--- src/rtl/nv_decoder_pkg.sv ---
package nv_decoder_pkg;

  typedef enum logic [2:0] {
    MODE_DESEL   = 3'd0,
    MODE_READ    = 3'd1,
    MODE_WRITE   = 3'd2,
    MODE_OUTOFF  = 3'd3,
    MODE_RECALL  = 3'd4,
    MODE_STORE   = 3'd5,
    MODE_NOOP    = 3'd6,
    MODE_ILLEGAL = 3'd7
  } nvMode_e;

  typedef struct packed {
    logic ceN;
    logic weN;
    logic oeN;
    logic neN;
  } ctlPins_t;

  typedef struct packed {
    logic fireStore;
    logic fireRecall;
    logic markIllegal;
  } nvStrobe_t;

  localparam ctlPins_t PINS_IDLE = '{ceN: 1'b1, weN: 1'b1, oeN: 1'b1, neN: 1'b1};

  function automatic nvMode_e decodePins(input ctlPins_t p);
    nvMode_e m;
    if (p.ceN) begin
      m = MODE_DESEL;
    end else if (p.neN) begin
      if (!p.oeN && p.weN)      m = MODE_READ;
      else if (!p.weN && p.oeN) m = MODE_WRITE;
      else                      m = MODE_OUTOFF;
    end else begin
      case ({p.oeN, p.weN})
        2'b01:   m = MODE_RECALL;
        2'b10:   m = MODE_STORE;
        2'b11:   m = MODE_NOOP;
        default: m = MODE_ILLEGAL;
      endcase
    end
    return m;
  endfunction

endpackage

--- src/rtl/nv_pin_sync.sv ---
module nv_pin_sync #(
  parameter int WIDTH = 4,
  parameter int STAGES = 2,
  parameter logic [WIDTH-1:0] RESET_VAL = '1
) (
  input  logic             clk,
  input  logic             rstN,
  input  logic [WIDTH-1:0] asyncIn,
  output logic [WIDTH-1:0] syncOut
);

  for (genvar b = 0; b < WIDTH; b++) begin : g_bit
    logic [STAGES-1:0] chain;
    always_ff @(posedge clk or negedge rstN) begin
      if (!rstN) chain <= {STAGES{RESET_VAL[b]}};
      else       chain <= {chain[STAGES-2:0], asyncIn[b]};
    end
    assign syncOut[b] = chain[STAGES-1];
  end

endmodule

--- src/rtl/nv_decoder_datapath.sv ---
module nv_decoder_datapath
  import nv_decoder_pkg::*;
#(
  parameter int QUAL_CYCLES = 3
) (
  input  logic      clk,
  input  logic      rstN,
  input  ctlPins_t  syncPins,
  input  nvStrobe_t strobes,
  input  logic      illegalClr,
  output ctlPins_t  heldPins,
  output logic      heldOk,
  output logic      storeReq,
  output logic      recallReq,
  output logic      illegalFlag
);

  localparam int CW = $clog2(QUAL_CYCLES + 1);
  localparam logic [CW-1:0] CNT_MAX = CW'(QUAL_CYCLES);

  logic [CW-1:0] runLen;

  // run length of the current synchronized pattern, saturating at the window
  always_ff @(posedge clk or negedge rstN) begin
    if (!rstN) begin
      heldPins <= PINS_IDLE;
      runLen   <= '0;
    end else if (syncPins != heldPins) begin
      heldPins <= syncPins;
      runLen   <= CW'(1);
    end else if (runLen < CNT_MAX) begin
      runLen <= runLen + CW'(1);
    end
  end

  assign heldOk = (runLen == CNT_MAX);

  always_ff @(posedge clk or negedge rstN) begin
    if (!rstN) begin
      storeReq    <= 1'b0;
      recallReq   <= 1'b0;
      illegalFlag <= 1'b0;
    end else begin
      storeReq  <= strobes.fireStore;
      recallReq <= strobes.fireRecall;
      if (strobes.markIllegal) illegalFlag <= 1'b1;
      else if (illegalClr)     illegalFlag <= 1'b0;
    end
  end

endmodule

--- src/rtl/nv_decoder_ctrl.sv ---
module nv_decoder_ctrl
  import nv_decoder_pkg::*;
(
  input  logic      clk,
  input  logic      rstN,
  input  ctlPins_t  syncPins,
  input  ctlPins_t  heldPins,
  input  logic      heldOk,
  output nvMode_e   mode,
  output logic      busDriveEn,
  output nvStrobe_t strobes
);

  nvMode_e heldMode;
  logic    armed;
  logic    heldIsXfer;

  always_comb begin
    mode       = decodePins(syncPins);
    heldMode   = decodePins(heldPins);
    busDriveEn = (mode == MODE_READ);
    heldIsXfer = (heldMode == MODE_STORE) || (heldMode == MODE_RECALL);
    strobes.fireStore   = heldOk && armed && (heldMode == MODE_STORE);
    strobes.fireRecall  = heldOk && armed && (heldMode == MODE_RECALL);
    strobes.markIllegal = (mode == MODE_ILLEGAL);
  end

  // disarmed out of reset; re-armed only by a qualified non-transfer pattern
  always_ff @(posedge clk or negedge rstN) begin
    if (!rstN)                                        armed <= 1'b0;
    else if (strobes.fireStore || strobes.fireRecall) armed <= 1'b0;
    else if (heldOk && !heldIsXfer)                   armed <= 1'b1;
  end

endmodule

--- src/rtl/nv_mode_decoder.sv ---
module nv_mode_decoder
  import nv_decoder_pkg::*;
#(
  parameter int CLK_PERIOD_PS = 10000,
  parameter int GLITCH_PS     = 20000,
  parameter int SYNC_STAGES   = 2
) (
  input  logic       clk,
  input  logic       rstN,
  input  logic       ceN,
  input  logic       weN,
  input  logic       oeN,
  input  logic       neN,
  input  logic       illegalClr,
  output logic [2:0] mode,
  output logic       busDriveEn,
  output logic       storeReq,
  output logic       recallReq,
  output logic       illegalFlag
);

  localparam int QUAL_CYCLES = (GLITCH_PS + CLK_PERIOD_PS - 1) / CLK_PERIOD_PS + 1;

  ctlPins_t  rawPins, syncPins, heldPins;
  logic      heldOk;
  nvStrobe_t strobes;
  nvMode_e   modeEnum;

  assign rawPins = '{ceN: ceN, weN: weN, oeN: oeN, neN: neN};
  assign mode    = modeEnum;

  nv_pin_sync #(
    .WIDTH(4), .STAGES(SYNC_STAGES), .RESET_VAL(4'b1111)
  ) u_sync (
    .clk(clk), .rstN(rstN), .asyncIn(rawPins), .syncOut(syncPins)
  );

  nv_decoder_datapath #(.QUAL_CYCLES(QUAL_CYCLES)) u_dp (
    .clk(clk), .rstN(rstN), .syncPins(syncPins), .strobes(strobes),
    .illegalClr(illegalClr), .heldPins(heldPins), .heldOk(heldOk),
    .storeReq(storeReq), .recallReq(recallReq), .illegalFlag(illegalFlag)
  );

  nv_decoder_ctrl u_ctrl (
    .clk(clk), .rstN(rstN), .syncPins(syncPins), .heldPins(heldPins),
    .heldOk(heldOk), .mode(modeEnum), .busDriveEn(busDriveEn), .strobes(strobes)
  );

endmodule

--- config.mk ---
export PLATFORM = sky130hd
export DESIGN_NAME = nv_mode_decoder
export DESIGN_NICKNAME = d
export VERILOG_FILES = /design/src/rtl/nv_decoder_pkg.sv /design/src/rtl/nv_pin_sync.sv /design/src/rtl/nv_decoder_datapath.sv /design/src/rtl/nv_decoder_ctrl.sv /design/src/rtl/nv_mode_decoder.sv
export SDC_FILE = /design/constraint.sdc
export NUM_CORES = 1
export LEC_CHECK = 0
export ABC_CLOCK_PERIOD_IN_PS = 1900
export BUFFER_PORTS_ARGS = -buffer_cell sky130_fd_sc_hd__clkbuf_2
export CAP_MARGIN = 20
export CORE_MARGIN = 2
export CORE_UTILIZATION = 40
export DETAILED_ROUTE_END_ITERATION = 16
export PLACE_DENSITY_LB_ADDON = 0.15
export SLEW_MARGIN = 20
export SYNTH_ARGS = -nofsm -noshare
export SYNTH_HDL_FRONTEND = slang
export SYNTH_SLANG_ARGS = --single-unit
--- constraint.sdc ---
create_clock -name clk -period 1.9 [get_ports clk]
set_input_delay 0.19 -clock clk [delete_from_list [all_inputs] [get_ports clk]]
set_output_delay 0.19 -clock clk [all_outputs]
set_load 0.01 [all_outputs]
=== After elaboration in Yosys (flattened, before gate mapping) ===
Index checks and enable logic that the tools add are counted.
W data, S select, Z words.

* Bits in latches: 0
* Logic and storage cells: 61
* Output and inout bits: 7
* Bits in registers: 18
* Input port bits: 7
* Bits in read-only memories: 0
* Memories: 0
* RAM bits: 0

* Bitwise operators: 0
* Equal/unequal tests: 12
* Multipliers: 0
* Order comparisons: 1
* Reductions and logical operators: 18
* $add $sub $neg: 1
* Multiplexer cells: 16
* Div/mod/pow operators: 0
* Shift-type cells: 0

{| class="wikitable"
|+ Operator list
! cell !! count
|-
| $mux W3 || 6
|-
| $pmux W2 S3 || 2
|-
| $eq A2 B2 Y1 const B || 5
|-
| $eq A3 B3 Y1 const B || 3
|-
| $logic_and A1 B1 Y1 || 8
|-
| $mux W1 || 6
|-
| $reduce_bool A2 Y1 || 3
|-
| $logic_not A1 Y1 || 5
|-
| $eq A2 B1 Y1 const B || 2
|-
| $mux W2 || 2
|-
| $ne A4 B4 Y1 || 1
|-
| $eq A3 B1 Y1 const B || 1
|-
| $add A2 B1 Y2 const B || 1
|-
| $logic_or A1 B1 Y1 || 2
|-
| $lt A2 B2 Y1 const B || 1
|}

=== Longest topological paths before layout ===
Gate-level depths: netlist of run 1.

* Depth after elaboration: 12
* Depth in mapped cells: 5
* Depth with buffers taken out: 5

=== Hierarchy ===
A second synthesis of run 1 with hierarchy kept.

* Cell total of the unflattened synthesis: 63
* Area total of the unflattened synthesis: 798.3 um2

{| class="wikitable"
|+ By module, submodules not included
! module !! cells each !! times used !! area an instance (um2)
|-
| nv_decoder_datapath || 25 || 1 || 345.3
|-
| nv_pin_sync || 12 || 1 || 240.2
|-
| nv_decoder_ctrl || 26 || 1 || 212.7
|}

=== Worst setup path before layout of run 1 ===
No wires, ideal clock.

* Path kind: flip-flop to output port
* Start: register u_sync.g_bit[1].chain[1]
* End: output mode[1]
* Path slack: 320 ps
* Cell stages (with the launch flop): 5
* Arrival time: 1390 ps
* Required time: 1710 ps
* Cells stage by stage: dfstp_2 > inv_1 > ha_1 > nor2b_1 > a211oi_1

* Longest elaborated chain between the ends: 5

{| class="wikitable"
|+ Ends and longest elaborated chain
! element !! line !! source
|-
| from (decl) || nv_pin_sync.sv:13 || <nowiki>logic [STAGES-1:0] chain;</nowiki>
|-
| from (signal assigned) || nv_pin_sync.sv:15 || <nowiki>if (!rstN) chain <= {STAGES{RESET_VAL[b]}};</nowiki>
|-
| from (signal assigned) || nv_pin_sync.sv:16 || <nowiki>else chain <= {chain[STAGES-2:0], asyncIn[b]};</nowiki>
|-
| parallel branches: the longest is 3 deep, another holds $pmux W2 S3 || -- ||
|-
| $mux W3 * || nv_decoder_pkg.sv:33 || <nowiki>end else if (p.neN) begin</nowiki>
|-
| $mux W3 * || nv_decoder_pkg.sv:31 || <nowiki>if (p.ceN) begin</nowiki>
|-
| to (decl) || nv_mode_decoder.sv:15 || <nowiki>output logic [2:0] mode,</nowiki>
|}

Mark *: on every way between the ends.

=== Final worst setup path of run 1 ===
Same ends and word-level chain as after synthesis.

==> metrics.txt, run 1 <==
# TYPE chip_impl_metric gauge
chip_impl_metric{name="die-width",unit="µm"} 48.1
chip_impl_info{name="synthTopCellsByArea",value="dfstp_2 (41%), dfrtp_1 (19%), ha_1 (11%)"} 1
chip_impl_metric{name="layoutNonFillerInstCount",unit=""} 104
chip_impl_metric{name="syn-num-nets",unit=""} 74
chip_impl_info{name="cp_cell_sequence",value="inv_1, ha_4, nor2b_1, a211oi_1, buf_2"} 1
chip_impl_metric{name="timing.critical_path.arrival",unit="ns"} 1.62
chip_impl_metric{name="buffer_ports.inserted",unit=""} 13
chip_impl_metric{name="average_instance_area_after_synthesis",unit="µm²"} 12.9
chip_impl_metric{name="clk_transition_reported_paths",unit="ns"} 0.10
chip_impl_metric{name="floorplan.die_area",unit="mm²"} 0.00231
chip_impl_info{name="hold_path.class",value="input pin to flip-flop"} 1
chip_impl_info{name="result_of_the_run",value="complete, no violations"} 1
chip_impl_info{name="cts_root_buf",value="clkbuf_4"} 1
chip_impl_metric{name="post_drt_wl_per_cell",unit="µm"} 10.2
chip_impl_metric{name="yosys.cell_types.count",unit=""} 21
chip_impl_metric{name="initial_core_util",unit="%"} 43.6
chip_impl_metric{name="ys_warn_count",unit=""} 0
chip_impl_metric{name="report.final.setup_viol",unit=""} 0
chip_impl_metric{name="grt.total_usage",unit="%"} 11.4
chip_impl_metric{name="synth.cell_area",unit="µm²"} 777
chip_impl_metric{name="slew_headroom",unit="%"} 71.2
chip_impl_metric{name="required",unit="ns"} 1.71
chip_impl_metric{name="drc",unit=""} 0
chip_impl_info{name="start_point_of_the_critical_path",value="u_sync.g_bit[1].chain[1]$_DFF_PN1_"} 1
chip_impl_metric{name="antenna-diode-count",unit=""} 0
chip_impl_metric{name="dp_hpwl",unit="µm"} 729
chip_impl_metric{name="ys_async_sr_fraction",unit="%"} 100
chip_impl_info{name="tritoncts",value="built"} 1
chip_impl_metric{name="ys_seq_area_share",unit="%"} 59.9
chip_impl_info{name="rsz_0062_raised_after_global_routing",value="no"} 1
chip_impl_metric{name="slew_violations",unit=""} 0
chip_impl_metric{name="dpl.cell_count",unit=""} 93
chip_impl_metric{name="max_h_tree_level",unit=""} 1
chip_impl_metric{name="syn_inst",unit=""} 60
chip_impl_info{name="leading_area_contributor_after_synthesis",value="dfstp_2"} 1
chip_impl_metric{name="drtIter0Drc",unit=""} 4
chip_impl_metric{name="drt_first_pass_iters",unit=""} 4
chip_impl_metric{name="max-clock-path-buffers",unit=""} 2
chip_impl_metric{name="cts-buffers-inserted",unit=""} 3
chip_impl_metric{name="placeableCoreArea",unit="mm²"} 0.00178
chip_impl_metric{name="routabilityCongestion",unit=""} 0.634
chip_impl_metric{name="grt_first_pass_wirelength",unit="µm"} 1740
chip_impl_metric{name="ff2ff_setup_slack",unit="ns"} 0.41
chip_impl_metric{name="postRouteAntennaNets",unit=""} 0
chip_impl_info{name="ys_top_cells_by_count",value="dfstp_2 (12), ha_1 (7), dfrtp_1 (6)"} 1
chip_impl_metric{name="gr-total-overflow",unit=""} 0
chip_impl_info{name="cp_slowest_cell",value="dfstp_2"} 1
chip_impl_metric{name="avgViaCountPerCell",unit=""} 4.29
chip_impl_metric{name="clkLatencyLatePin",unit="ns"} 0.29
chip_impl_metric{name="hold_viol_final",unit=""} 0
chip_impl_metric{name="static-leakage-power",unit="nW"} 0.443
chip_impl_info{name="critical_path.startpoint_type",value="flip-flop"} 1
chip_impl_metric{name="finalWirelength",unit="µm"} 1060
chip_impl_metric{name="cp_slowest_stage_delay",unit="ns"} 0.54
chip_impl_metric{name="finalCritPeriodShare",unit="%"} 95.0
chip_impl_metric{name="drive_gt1_share",unit="%"} 44.3
chip_impl_metric{name="grt_max_degree",unit=""} 19
chip_impl_metric{name="final.setup_skew",unit="ns"} 0.00937
chip_impl_metric{name="setup_tns",unit="ns"} 0
chip_impl_metric{name="row_count",unit=""} 15
chip_impl_info{name="timing.rr.start",value="u_dp.heldPins[1]$_DFFE_PN1P_"} 1
chip_impl_metric{name="synth_seq_cells",unit=""} 18
chip_impl_metric{name="fillers",unit=""} 160
chip_impl_metric{name="maxClockFrequency",unit="MHz"} 554
chip_impl_info{name="yosys_most_used_dff",value="dfstp_2"} 1
chip_impl_metric{name="number_of_flops_mapped_to_enable_cells_by_yosys",unit=""} 0
chip_impl_metric{name="area_growth",unit="%"} 24.3
chip_impl_metric{name="dr_total_vias",unit=""} 446
chip_impl_metric{name="power.density_cell_area",unit="mW/mm²"} 776
chip_impl_metric{name="worstMarginPinSlew",unit="ns"} 0.431
chip_impl_metric{name="grt_pass1_vias",unit=""} 415
chip_impl_info{name="worst_setup_path_end",value="mode[1]"} 1
chip_impl_metric{name="nets",unit=""} 94
chip_impl_info{name="cell_with_the_most_instances_after_synthesis",value="dfstp_2"} 1
chip_impl_metric{name="synth_top_area_share",unit="%"} 40.6
chip_impl_metric{name="maxCapViolations",unit=""} 0
chip_impl_info{name="worst-setup-path-type",value="flip-flop to primary output"} 1
chip_impl_metric{name="cts.sink_count",unit=""} 18
chip_impl_info{name="rr_endpoint",value="u_dp.storeReq$_DFF_PN0_"} 1
chip_impl_info{name="capturing_element_type_of_the_critical_path",value="primary output"} 1
chip_impl_metric{name="worst-path-max-fanout",unit=""} 2
chip_impl_metric{name="vdd_drop_max",unit="µV"} 697
chip_impl_metric{name="die_height",unit="µm"} 48.1
chip_impl_metric{name="reg2reg_depth",unit=""} 5
chip_impl_metric{name="pin_count",unit=""} 14
chip_impl_metric{name="finalWorstPathRequiredPeriod",unit="ns"} 1.81
chip_impl_metric{name="initial_antenna_violation_count",unit=""} 0
chip_impl_metric{name="final_core_utilization",unit="%"} 54.2
[cell type report]
| class | count | area, µm² | share of cell area [%] |
|---|---|---|---|
| Multi-Input combinational cell | 32 | 284 | 29.4 |
| Clock buffer | 4 | 36.3 | 3.76 |
| Inverter | 5 | 18.8 | 1.94 |
| Sequential cell | 18 | 465 | 48.2 |
| Timing Repair Buffer | 20 | 130 | 13.5 |
| Tap cell | 25 | 31.3 | 3.24 |
[placed cells by master (no fill, tap or decap), types with 3 or more instances in the layout]
cell           count
clkbuf_2          12
dfstp_2           12
ha_1               6
dfrtp_1            6
inv_1              5
dlygate4sd3_1      5
nor2b_1            4
xor2_1             4
nor2_1             3
clkbuf_4           3
[sequential cells by signal, summed over array words and instances (netlist names)]
name and flops:
u_sync.g_bit.chain 8, u_dp.heldPins 4, u_dp.runLen 2, u_ctrl.armed 1, u_dp.illegalFlag 1, u_dp.recallReq 1, u_dp.storeReq 1
[routing by layer]
layer / GRT usage (%) / up-vias / routed length (µm)
met5: 0 / - / 0
met4: 3.24 / 0 / 10
met3: 5.66 / 2 / 43
met2: 17.9 / 10 / 470
met1: 13.8 / 208 / 535
li1: - / 226 / -
[critical path, delay by kind of cell, from the launching register on]
family / cells / cell delay, ns
AO/OA/AOI/OAI: 1 / 0.18
adder cells (fa/ha/maj): 1 / 0.24
buffers and inverters: 2 / 0.24
flip-flops: 1 / 0.54
AND/OR/NAND/NOR: 1 / 0.12
[where the power goes]
group	total [mW]	leakage, nW	internal, mW	switching [mW]
Clock	0.227	0.0210	0.117	0.110
Combinational	0.0864	0.221	0.0433	0.0431
Sequential	0.437	0.201	0.419	0.0178
Total	0.750	0.443	0.579	0.171
[timing repair]
item / 4_1_cts / 5_1_grt
pin swaps: 0 / 0
resized for setup: 0 / 3
setup buffers: 2 / 0
hold buffers: 5 / 0
endpoints found under the hold margin: 10 / 0
setup endpoints to repair: 1 / 2
[cells by family (layout without fill, tap and decap cells)]
kind of cell	Yosys count	count (layout)	synth area share, %
AO/OA/AOI/OAI	6	6	5.31
XOR/XNOR	5	5	6.60
adder cells (fa/ha/maj)	7	7	11.3
buffers and inverters	10	29	5.80
flip-flops	18	18	59.9
multiplexers	1	1	1.29
AND/OR/NAND/NOR	13	13	9.82
[how the worst min path moves through the flow]
stage,start,end,slack (ns),cells after the start
after CTS,illegalClr,u_dp.illegalFlag$_DFFE_PN0P_,0.08,2
after global routing,illegalClr,u_dp.illegalFlag$_DFFE_PN0P_,0.09,2
after floorplan,rstN,u_ctrl.armed$_DFFE_PN0P_,-0.11,0
after global placement,rstN,u_dp.recallReq$_DFF_PN0_,0.15,1
after detailed placement,rstN,u_dp.recallReq$_DFF_PN0_,0.15,1
final,illegalClr,u_dp.illegalFlag$_DFFE_PN0P_,0.09,2
[per-stage QoR]
step / hold slack, ns / total power [mW] / setup WS (ns) / cell area (µm²)
after floorplan: -0.106 / 0.491 / 0.320 / 777
after global placement: 0.145 / 0.516 / 0.279 / 847
after detailed placement: 0.148 / 0.516 / 0.254 / 847
after CTS: 0.0798 / 0.761 / 0.0212 / 948
after global routing: 0.0944 / 0.794 / 0.0141 / 966
final: 0.0921 / 0.750 / 0.0941 / 966
(Power assumes the default switching activity.)
==> run 2: changes to the inputs <==
ABC_AREA = 1   (was not set)
CORE_UTILIZATION = 30   (was 40)
==> metrics.txt, run 2 <==
# TYPE chip_impl_metric gauge
chip_impl_metric{name="clkLatencyLatePin",unit="ns"} 0.29
chip_impl_metric{name="pin_count",unit=""} 14
chip_impl_info{name="max_flop_register",value="u_sync.g_bit.chain"} 1
chip_impl_metric{name="nets",unit=""} 123
chip_impl_info{name="capturing_element_type_of_the_critical_path",value="primary output"} 1
chip_impl_metric{name="maxClockFrequency",unit="MHz"} 579
chip_impl_metric{name="grt_pass1_vias",unit=""} 604
chip_impl_metric{name="final.setup_skew",unit="ns"} 0.0136
chip_impl_metric{name="area_growth",unit="%"} 20.5
chip_impl_metric{name="ff2ff_setup_slack",unit="ns"} 0.59
chip_impl_metric{name="dp_hpwl",unit="µm"} 944
chip_impl_metric{name="finalCritPeriodShare",unit="%"} 90.9
chip_impl_metric{name="worst-path-max-fanout",unit=""} 5
chip_impl_metric{name="drtIter0Drc",unit=""} 5
chip_impl_metric{name="grt_max_degree",unit=""} 19
chip_impl_metric{name="grt_first_pass_wirelength",unit="µm"} 2270
chip_impl_info{name="layout_top_registers",value="u_sync.g_bit.chain x8, u_dp.heldPins x4, u_dp.runLen x2"} 1
chip_impl_metric{name="hold_viol_final",unit=""} 0
chip_impl_info{name="result_of_the_run",value="complete, no violations"} 1
chip_impl_metric{name="cts.sink_count",unit=""} 18
chip_impl_metric{name="synth.cell_area",unit="µm²"} 826
chip_impl_metric{name="post_cts_buffers",unit=""} 0
chip_impl_metric{name="worstMarginPinSlew",unit="ns"} 0.443
chip_impl_info{name="tritoncts",value="built"} 1
chip_impl_metric{name="die_height",unit="µm"} 56.5
chip_impl_metric{name="grt.total_usage",unit="%"} 9.17
chip_impl_info{name="worst-setup-path-type",value="flip-flop to primary output"} 1
chip_impl_metric{name="antenna-diode-count",unit=""} 0
chip_impl_metric{name="routabilityCongestion",unit=""} 0.682
chip_impl_metric{name="clk_transition_reported_paths",unit="ns"} 0.09
chip_impl_metric{name="hold_slack",unit="ns"} 0.136
chip_impl_metric{name="hold_depth",unit=""} 4
chip_impl_metric{name="drt_first_pass_iters",unit=""} 2
chip_impl_metric{name="maxCapViolations",unit=""} 0
chip_impl_metric{name="drive_gt1_share",unit="%"} 31.5
chip_impl_metric{name="floorplan.die_area",unit="mm²"} 0.00319
chip_impl_metric{name="setup_tns",unit="ns"} 0
chip_impl_metric{name="syn_inst",unit=""} 90
chip_impl_info{name="hold_path.class",value="input pin to flip-flop"} 1
chip_impl_metric{name="ys_async_sr_fraction",unit="%"} 100
chip_impl_metric{name="postRouteAntennaNets",unit=""} 0
chip_impl_info{name="yosys_most_used_dff",value="dfstp_2"} 1
chip_impl_metric{name="fillers",unit=""} 278
chip_impl_metric{name="buffer_ports.inserted",unit=""} 13
chip_impl_metric{name="power.density_cell_area",unit="mW/mm²"} 719
chip_impl_metric{name="yosys.cell_types.count",unit=""} 15
chip_impl_metric{name="largest_reg_flops",unit=""} 8
chip_impl_metric{name="dr_total_vias",unit=""} 568
chip_impl_info{name="ys_top_cells_by_count",value="nand2_1 (27), dfstp_2 (12), inv_1 (12)"} 1
chip_impl_metric{name="max_h_tree_level",unit=""} 1
chip_impl_metric{name="initial_core_util",unit="%"} 30.7
chip_impl_info{name="cell_with_the_most_instances_after_synthesis",value="nand2_1"} 1
chip_impl_metric{name="slew_violations",unit=""} 0
chip_impl_metric{name="number_of_flops_mapped_to_enable_cells_by_yosys",unit=""} 0
chip_impl_metric{name="placeableCoreArea",unit="mm²"} 0.00269
chip_impl_metric{name="cts-buffers-inserted",unit=""} 3
chip_impl_metric{name="report.final.setup_viol",unit=""} 0
chip_impl_metric{name="average_instance_area_after_synthesis",unit="µm²"} 9.18
chip_impl_metric{name="gr-total-overflow",unit=""} 0
chip_impl_info{name="final_cell_mix",value="nand2_1 (27), clkbuf_2 (13), inv_1 (12), dfstp_2 (12), nor2_1 (8)"} 1
chip_impl_metric{name="drc",unit=""} 0
chip_impl_metric{name="syn-num-nets",unit=""} 104
chip_impl_metric{name="die-width",unit="µm"} 56.5
chip_impl_metric{name="initial_antenna_violation_count",unit=""} 0
chip_impl_info{name="final_common_cell",value="nand2_1"} 1
chip_impl_metric{name="post_drt_wl_per_cell",unit="µm"} 8.86
chip_impl_metric{name="finalWirelength",unit="µm"} 1230
chip_impl_metric{name="slew_headroom",unit="%"} 70.5
chip_impl_metric{name="finalWorstPathRequiredPeriod",unit="ns"} 1.73
chip_impl_info{name="critical_path.startpoint_type",value="flip-flop"} 1
chip_impl_info{name="rsz_0062_raised_after_global_routing",value="no"} 1
chip_impl_metric{name="synth_seq_cells",unit=""} 18
chip_impl_info{name="synthTopCellsByArea",value="dfstp_2 (38%), dfrtp_1 (18%), nand2_1 (12%)"} 1
chip_impl_metric{name="reg2reg_depth",unit=""} 7
chip_impl_metric{name="required",unit="ns"} 1.71
chip_impl_info{name="cts_root_buf",value="clkbuf_4"} 1
chip_impl_metric{name="max-clock-path-buffers",unit=""} 2
chip_impl_metric{name="ys_warn_count",unit=""} 0
chip_impl_metric{name="dpl.cell_count",unit=""} 130
chip_impl_metric{name="synth_top_area_share",unit="%"} 38.2
chip_impl_metric{name="vdd_drop_max",unit="µV"} 337
chip_impl_metric{name="timing.critical_path.arrival",unit="ns"} 1.54
chip_impl_info{name="leading_area_contributor_after_synthesis",value="dfstp_2"} 1
chip_impl_metric{name="ys_seq_area_share",unit="%"} 56.4
chip_impl_metric{name="avgViaCountPerCell",unit=""} 4.09
chip_impl_metric{name="layoutNonFillerInstCount",unit=""} 139
chip_impl_metric{name="static-leakage-power",unit="nW"} 0.520
chip_impl_metric{name="row_count",unit=""} 19
chip_impl_metric{name="total_power",unit="mW"} 0.715
## run 2: path summary, 6_finish.rpt
| kind | startpoint | to |
|---|---|---|
| setup / recovery | u_sync.g_bit[1].chain[1]$_DFF_PN1_ | mode[1] |
| hold / removal | illegalClr | u_dp.illegalFlag$_DFFE_PN0P_ |
| setup reg to reg | u_dp.heldPins[1]$_DFFE_PN1P_ | u_dp.recallReq$_DFF_PN0_ |
| hold reg to reg | u_sync.g_bit[2].chain[0]$_DFF_PN1_ | u_sync.g_bit[2].chain[1]$_DFF_PN1_ |
| max in group asynchronous | rstN | u_sync.g_bit[0].chain[1]$_DFF_PN1_ |
| min in group asynchronous | rstN | u_dp.runLen[0]$_DFFE_PN0P_ |
## run 2: routing by layer
metal  part of all wire [%]  GRT usage, %  vias up  wire length (µm)
met5                      0             0        -                 0
met4                    1.5          4.42        0                19
met3                    3.6          2.07        2                44
met2                     45          16.4        9               557
met1                     50          10.1      255               611
li1                       -             -      302                 -
## run 2: metrics by stage
stage          setup slack, ns  instance area, µm²  utilization (%)
2_1_floorplan            0.549                 826                -
3_3_place_gp             0.456                 915             34.0
3_5_place_dp             0.442                 915             34.0
5_1_grt                 0.0397                 995             37.0
4_1_cts                  0.113                 991             36.9
6_report                 0.173                 995             37.0
## run 2: cells by family after synthesis
| logic type | after synthesis | share of synthesized area (%) |
|---|---|---|
| simple gates | 41 | 20.0 |
| buf+inv | 18 | 8.18 |
| flops | 18 | 56.4 |
| fa+ha+maj | 7 | 10.6 |
| compound gates | 4 | 2.58 |
| xor+xnor | 1 | 1.06 |
| mux | 1 | 1.21 |
## run 2: power breakdown
part | switching [mW] | leakage, nW | internal (mW) | total, mW
sequential | 0.0159 | 0.201 | 0.417 | 0.433
clock | 0.110 | 0.0150 | 0.0814 | 0.192
combinational | 0.0517 | 0.304 | 0.0396 | 0.0913
## run 2: layout make-up
class / instances / area [µm²] / share of cell area, %
clock buffers: 4 / 26.3 / 2.64
inverters: 14 / 52.6 / 5.28
multi-input cells: 54 / 297 / 29.8
flip-flops and latches: 18 / 465 / 46.8
well taps: 31 / 38.8 / 3.90
repair buffers: 18 / 115 / 11.6
## run 2: critical path, cell delays in order, from the launching register on
cell	delay, ns
dfstp_2	0.58
inv_1	0.08
ha_1	0.31
a21oi_2	0.15
clkbuf_2	0.14
## run 2: what timing repair did
action,CTS,global route
endpoints found under the hold margin,10,0
hold buffers,5,0
resized for setup,0,1
endpoints found under the setup margin,0,1
==> run 3: changes to the inputs <==
CORE_UTILIZATION = 52   (was 30)
==> metrics.txt, run 3 (same netlist as run 2, synthesis figures left out) <==
# TYPE chip_impl_metric gauge
chip_impl_metric{name="initial_antenna_violation_count",unit=""} 0
chip_impl_metric{name="slew_violations",unit=""} 0
chip_impl_metric{name="grt.total_usage",unit="%"} 15.3
chip_impl_metric{name="hold_viol_final",unit=""} 0
chip_impl_metric{name="clkLatencyLatePin",unit="ns"} 0.29
chip_impl_metric{name="maxClockFrequency",unit="MHz"} 548
chip_impl_metric{name="cts.sink_count",unit=""} 18
chip_impl_metric{name="initial_core_util",unit="%"} 55.5
chip_impl_metric{name="multi_input_comb_area",unit="µm²"} 293
chip_impl_metric{name="drc",unit=""} 0
chip_impl_metric{name="setup_tns",unit="ns"} 0
chip_impl_metric{name="maxCapViolations",unit=""} 0
chip_impl_metric{name="required",unit="ns"} 1.71
chip_impl_info{name="critical_path.startpoint_type",value="flip-flop"} 1
chip_impl_info{name="cts_root_buf",value="clkbuf_4"} 1
chip_impl_metric{name="timing.critical_path.arrival",unit="ns"} 1.64
chip_impl_metric{name="avgViaCountPerCell",unit=""} 4.73
chip_impl_metric{name="power.density_cell_area",unit="mW/mm²"} 769
chip_impl_info{name="final_cell_mix",value="nand2_1 (27), clkbuf_2 (13), inv_1 (12), dfstp_2 (12), nor2_1 (8)"} 1
chip_impl_metric{name="drive_gt1_share",unit="%"} 31.5
chip_impl_metric{name="clk_transition_reported_paths",unit="ns"} 0.10
chip_impl_metric{name="placeableCoreArea",unit="mm²"} 0.00149
chip_impl_metric{name="power.clock.fraction",unit="%"} 30.7
chip_impl_metric{name="worst-path-max-fanout",unit=""} 5
chip_impl_metric{name="grt_first_pass_wirelength",unit="µm"} 2080
chip_impl_metric{name="power_switching_share",unit="%"} 24.2
chip_impl_info{name="hold_path.class",value="input pin to flip-flop"} 1
chip_impl_metric{name="layoutNonFillerInstCount",unit=""} 124
chip_impl_info{name="max_flop_register",value="u_sync.g_bit.chain"} 1
chip_impl_metric{name="dpl.cell_count",unit=""} 115
chip_impl_info{name="capturing_element_type_of_the_critical_path",value="primary output"} 1
chip_impl_metric{name="pin_count",unit=""} 14
chip_impl_metric{name="p_comb_share",unit="%"} 11.9
chip_impl_metric{name="power.switching",unit="mW"} 0.183
chip_impl_metric{name="grt_pass1_vias",unit=""} 538
chip_impl_metric{name="postRouteAntennaNets",unit=""} 0
chip_impl_metric{name="post_drt_wl_per_cell",unit="µm"} 10.1
chip_impl_metric{name="report.final.setup_viol",unit=""} 0
chip_impl_metric{name="drtIter0Drc",unit=""} 7
chip_impl_metric{name="row_count",unit=""} 14
chip_impl_metric{name="worstMarginPinSlew",unit="ns"} 0.427
chip_impl_metric{name="buffer_ports.inserted",unit=""} 13
chip_impl_info{name="rsz_0062_raised_after_global_routing",value="no"} 1
chip_impl_metric{name="dr_total_vias",unit=""} 586
chip_impl_info{name="final_common_cell",value="nand2_1"} 1
chip_impl_info{name="tritoncts",value="built"} 1
chip_impl_metric{name="finalWirelength",unit="µm"} 1260
chip_impl_metric{name="max_h_tree_level",unit=""} 1
chip_impl_info{name="result_of_the_run",value="complete, no violations"} 1
chip_impl_metric{name="drt_first_pass_iters",unit=""} 4
chip_impl_metric{name="grt_max_degree",unit=""} 19
chip_impl_metric{name="cts-buffers-inserted",unit=""} 3
chip_impl_metric{name="largest_reg_flops",unit=""} 8
chip_impl_metric{name="nets",unit=""} 123
chip_impl_metric{name="area_growth",unit="%"} 18.9
chip_impl_metric{name="die_height",unit="µm"} 43.9
chip_impl_metric{name="layout.area.seq",unit="µm²"} 465
chip_impl_info{name="worst-setup-path-type",value="flip-flop to primary output"} 1
chip_impl_metric{name="die-width",unit="µm"} 43.9
chip_impl_metric{name="hold_slack",unit="ns"} 0.120
chip_impl_metric{name="vdd_drop_max",unit="µV"} 527
chip_impl_metric{name="seq_power_share",unit="%"} 57.4
chip_impl_metric{name="routabilityCongestion",unit=""} 0.740
chip_impl_metric{name="static-leakage-power",unit="nW"} 0.526
chip_impl_metric{name="slew_headroom",unit="%"} 71.5
chip_impl_metric{name="floorplan.die_area",unit="mm²"} 0.00192
chip_impl_metric{name="post_cts_buffers",unit=""} 0
chip_impl_metric{name="antenna-diode-count",unit=""} 0
chip_impl_info{name="layout_top_registers",value="u_sync.g_bit.chain x8, u_dp.heldPins x4, u_dp.runLen x2"} 1
chip_impl_metric{name="gr-total-overflow",unit=""} 0
chip_impl_metric{name="finalCritPeriodShare",unit="%"} 96.1
chip_impl_metric{name="fillers",unit=""} 120
chip_impl_metric{name="final.setup_skew",unit="ns"} 0.00310
chip_impl_metric{name="dp_hpwl",unit="µm"} 892
chip_impl_metric{name="power.internal",unit="mW"} 0.572
chip_impl_metric{name="finalWorstPathRequiredPeriod",unit="ns"} 1.83
chip_impl_metric{name="max-clock-path-buffers",unit=""} 2
-- run 3: cell counts in the layout (fill, tap and decap cells not counted) --
Identical to the previous run, type by type.
-- run 3: final cells by class --
type / instances / share of cell area [%]
multi-input combinational: 54 / 29.8
timing repair buffer: 18 / 11.7
inverter: 14 / 5.35
sequential: 18 / 47.4
clock buffer: 4 / 3.69
tap: 16 / 2.04
-- run 3: worst paths after layout --
path                                               startpoint  cells after the start                                 end  slack (ns)
max                        u_sync.g_bit[1].chain[1]$_DFF_PN1_                      4                             mode[1]        0.07
min                                                illegalClr                      4        u_dp.illegalFlag$_DFFE_PN0P_        0.12
max reg2reg                      u_dp.heldPins[1]$_DFFE_PN1P_                      7             u_dp.storeReq$_DFF_PN0_        0.53
min reg2reg                u_sync.g_bit[3].chain[0]$_DFF_PN1_                      0  u_sync.g_bit[3].chain[1]$_DFF_PN1_        0.36
max in group asynchronous                                rstN                      2  u_sync.g_bit[3].chain[1]$_DFF_PN1_        1.20
min in group asynchronous                                rstN                      2        u_dp.illegalFlag$_DFFE_PN0P_        0.37
-- run 3: through the flow --
step / util, % / setup WS [ns] / area, µm² / total power [mW]
2_1_floorplan: - / 0.549 / 826 / 0.493
3_3_place_gp: 60.2 / 0.467 / 896 / 0.520
3_5_place_dp: 60.2 / 0.428 / 896 / 0.523
4_1_cts: 66.0 / 0.0878 / 982 / 0.767
5_1_grt: 66.0 / 0.00101 / 982 / 0.796
6_report: 66.0 / 0.0745 / 982 / 0.755
-- run 3: power groups by stage --
stage | Combinational, mW | Sequential, mW | Clock [mW]
2_1_floorplan | 0.0572 | 0.436 | 0
3_3_place_gp | 0.0817 | 0.439 | 0
3_5_place_dp | 0.0828 | 0.440 | 0
4_1_cts | 0.0912 | 0.433 | 0.242
5_1_grt | 0.104 | 0.437 | 0.254
6_report | 0.0900 | 0.433 | 0.232
-- run 3: routing by layer --
layer,track usage (%),up-vias,wire length [µm]
li1,-,303,-
met1,17.3,267,555
met2,25.9,14,643
met3,3.75,2,43
met4,9.09,0,15
met5,0,-,0
-- run 3: worst max-delay path: stages, from the launching register on --
cell,delay [ns]
dfstp_2,0.59
inv_1,0.09
ha_1,0.30
a21oi_1,0.21
clkbuf_2,0.17
-- run 3: what timing repair did --
item	CTS	global route
gates resized for setup	0	0
hold buffers	5	0
hold endpoints to repair	10	0
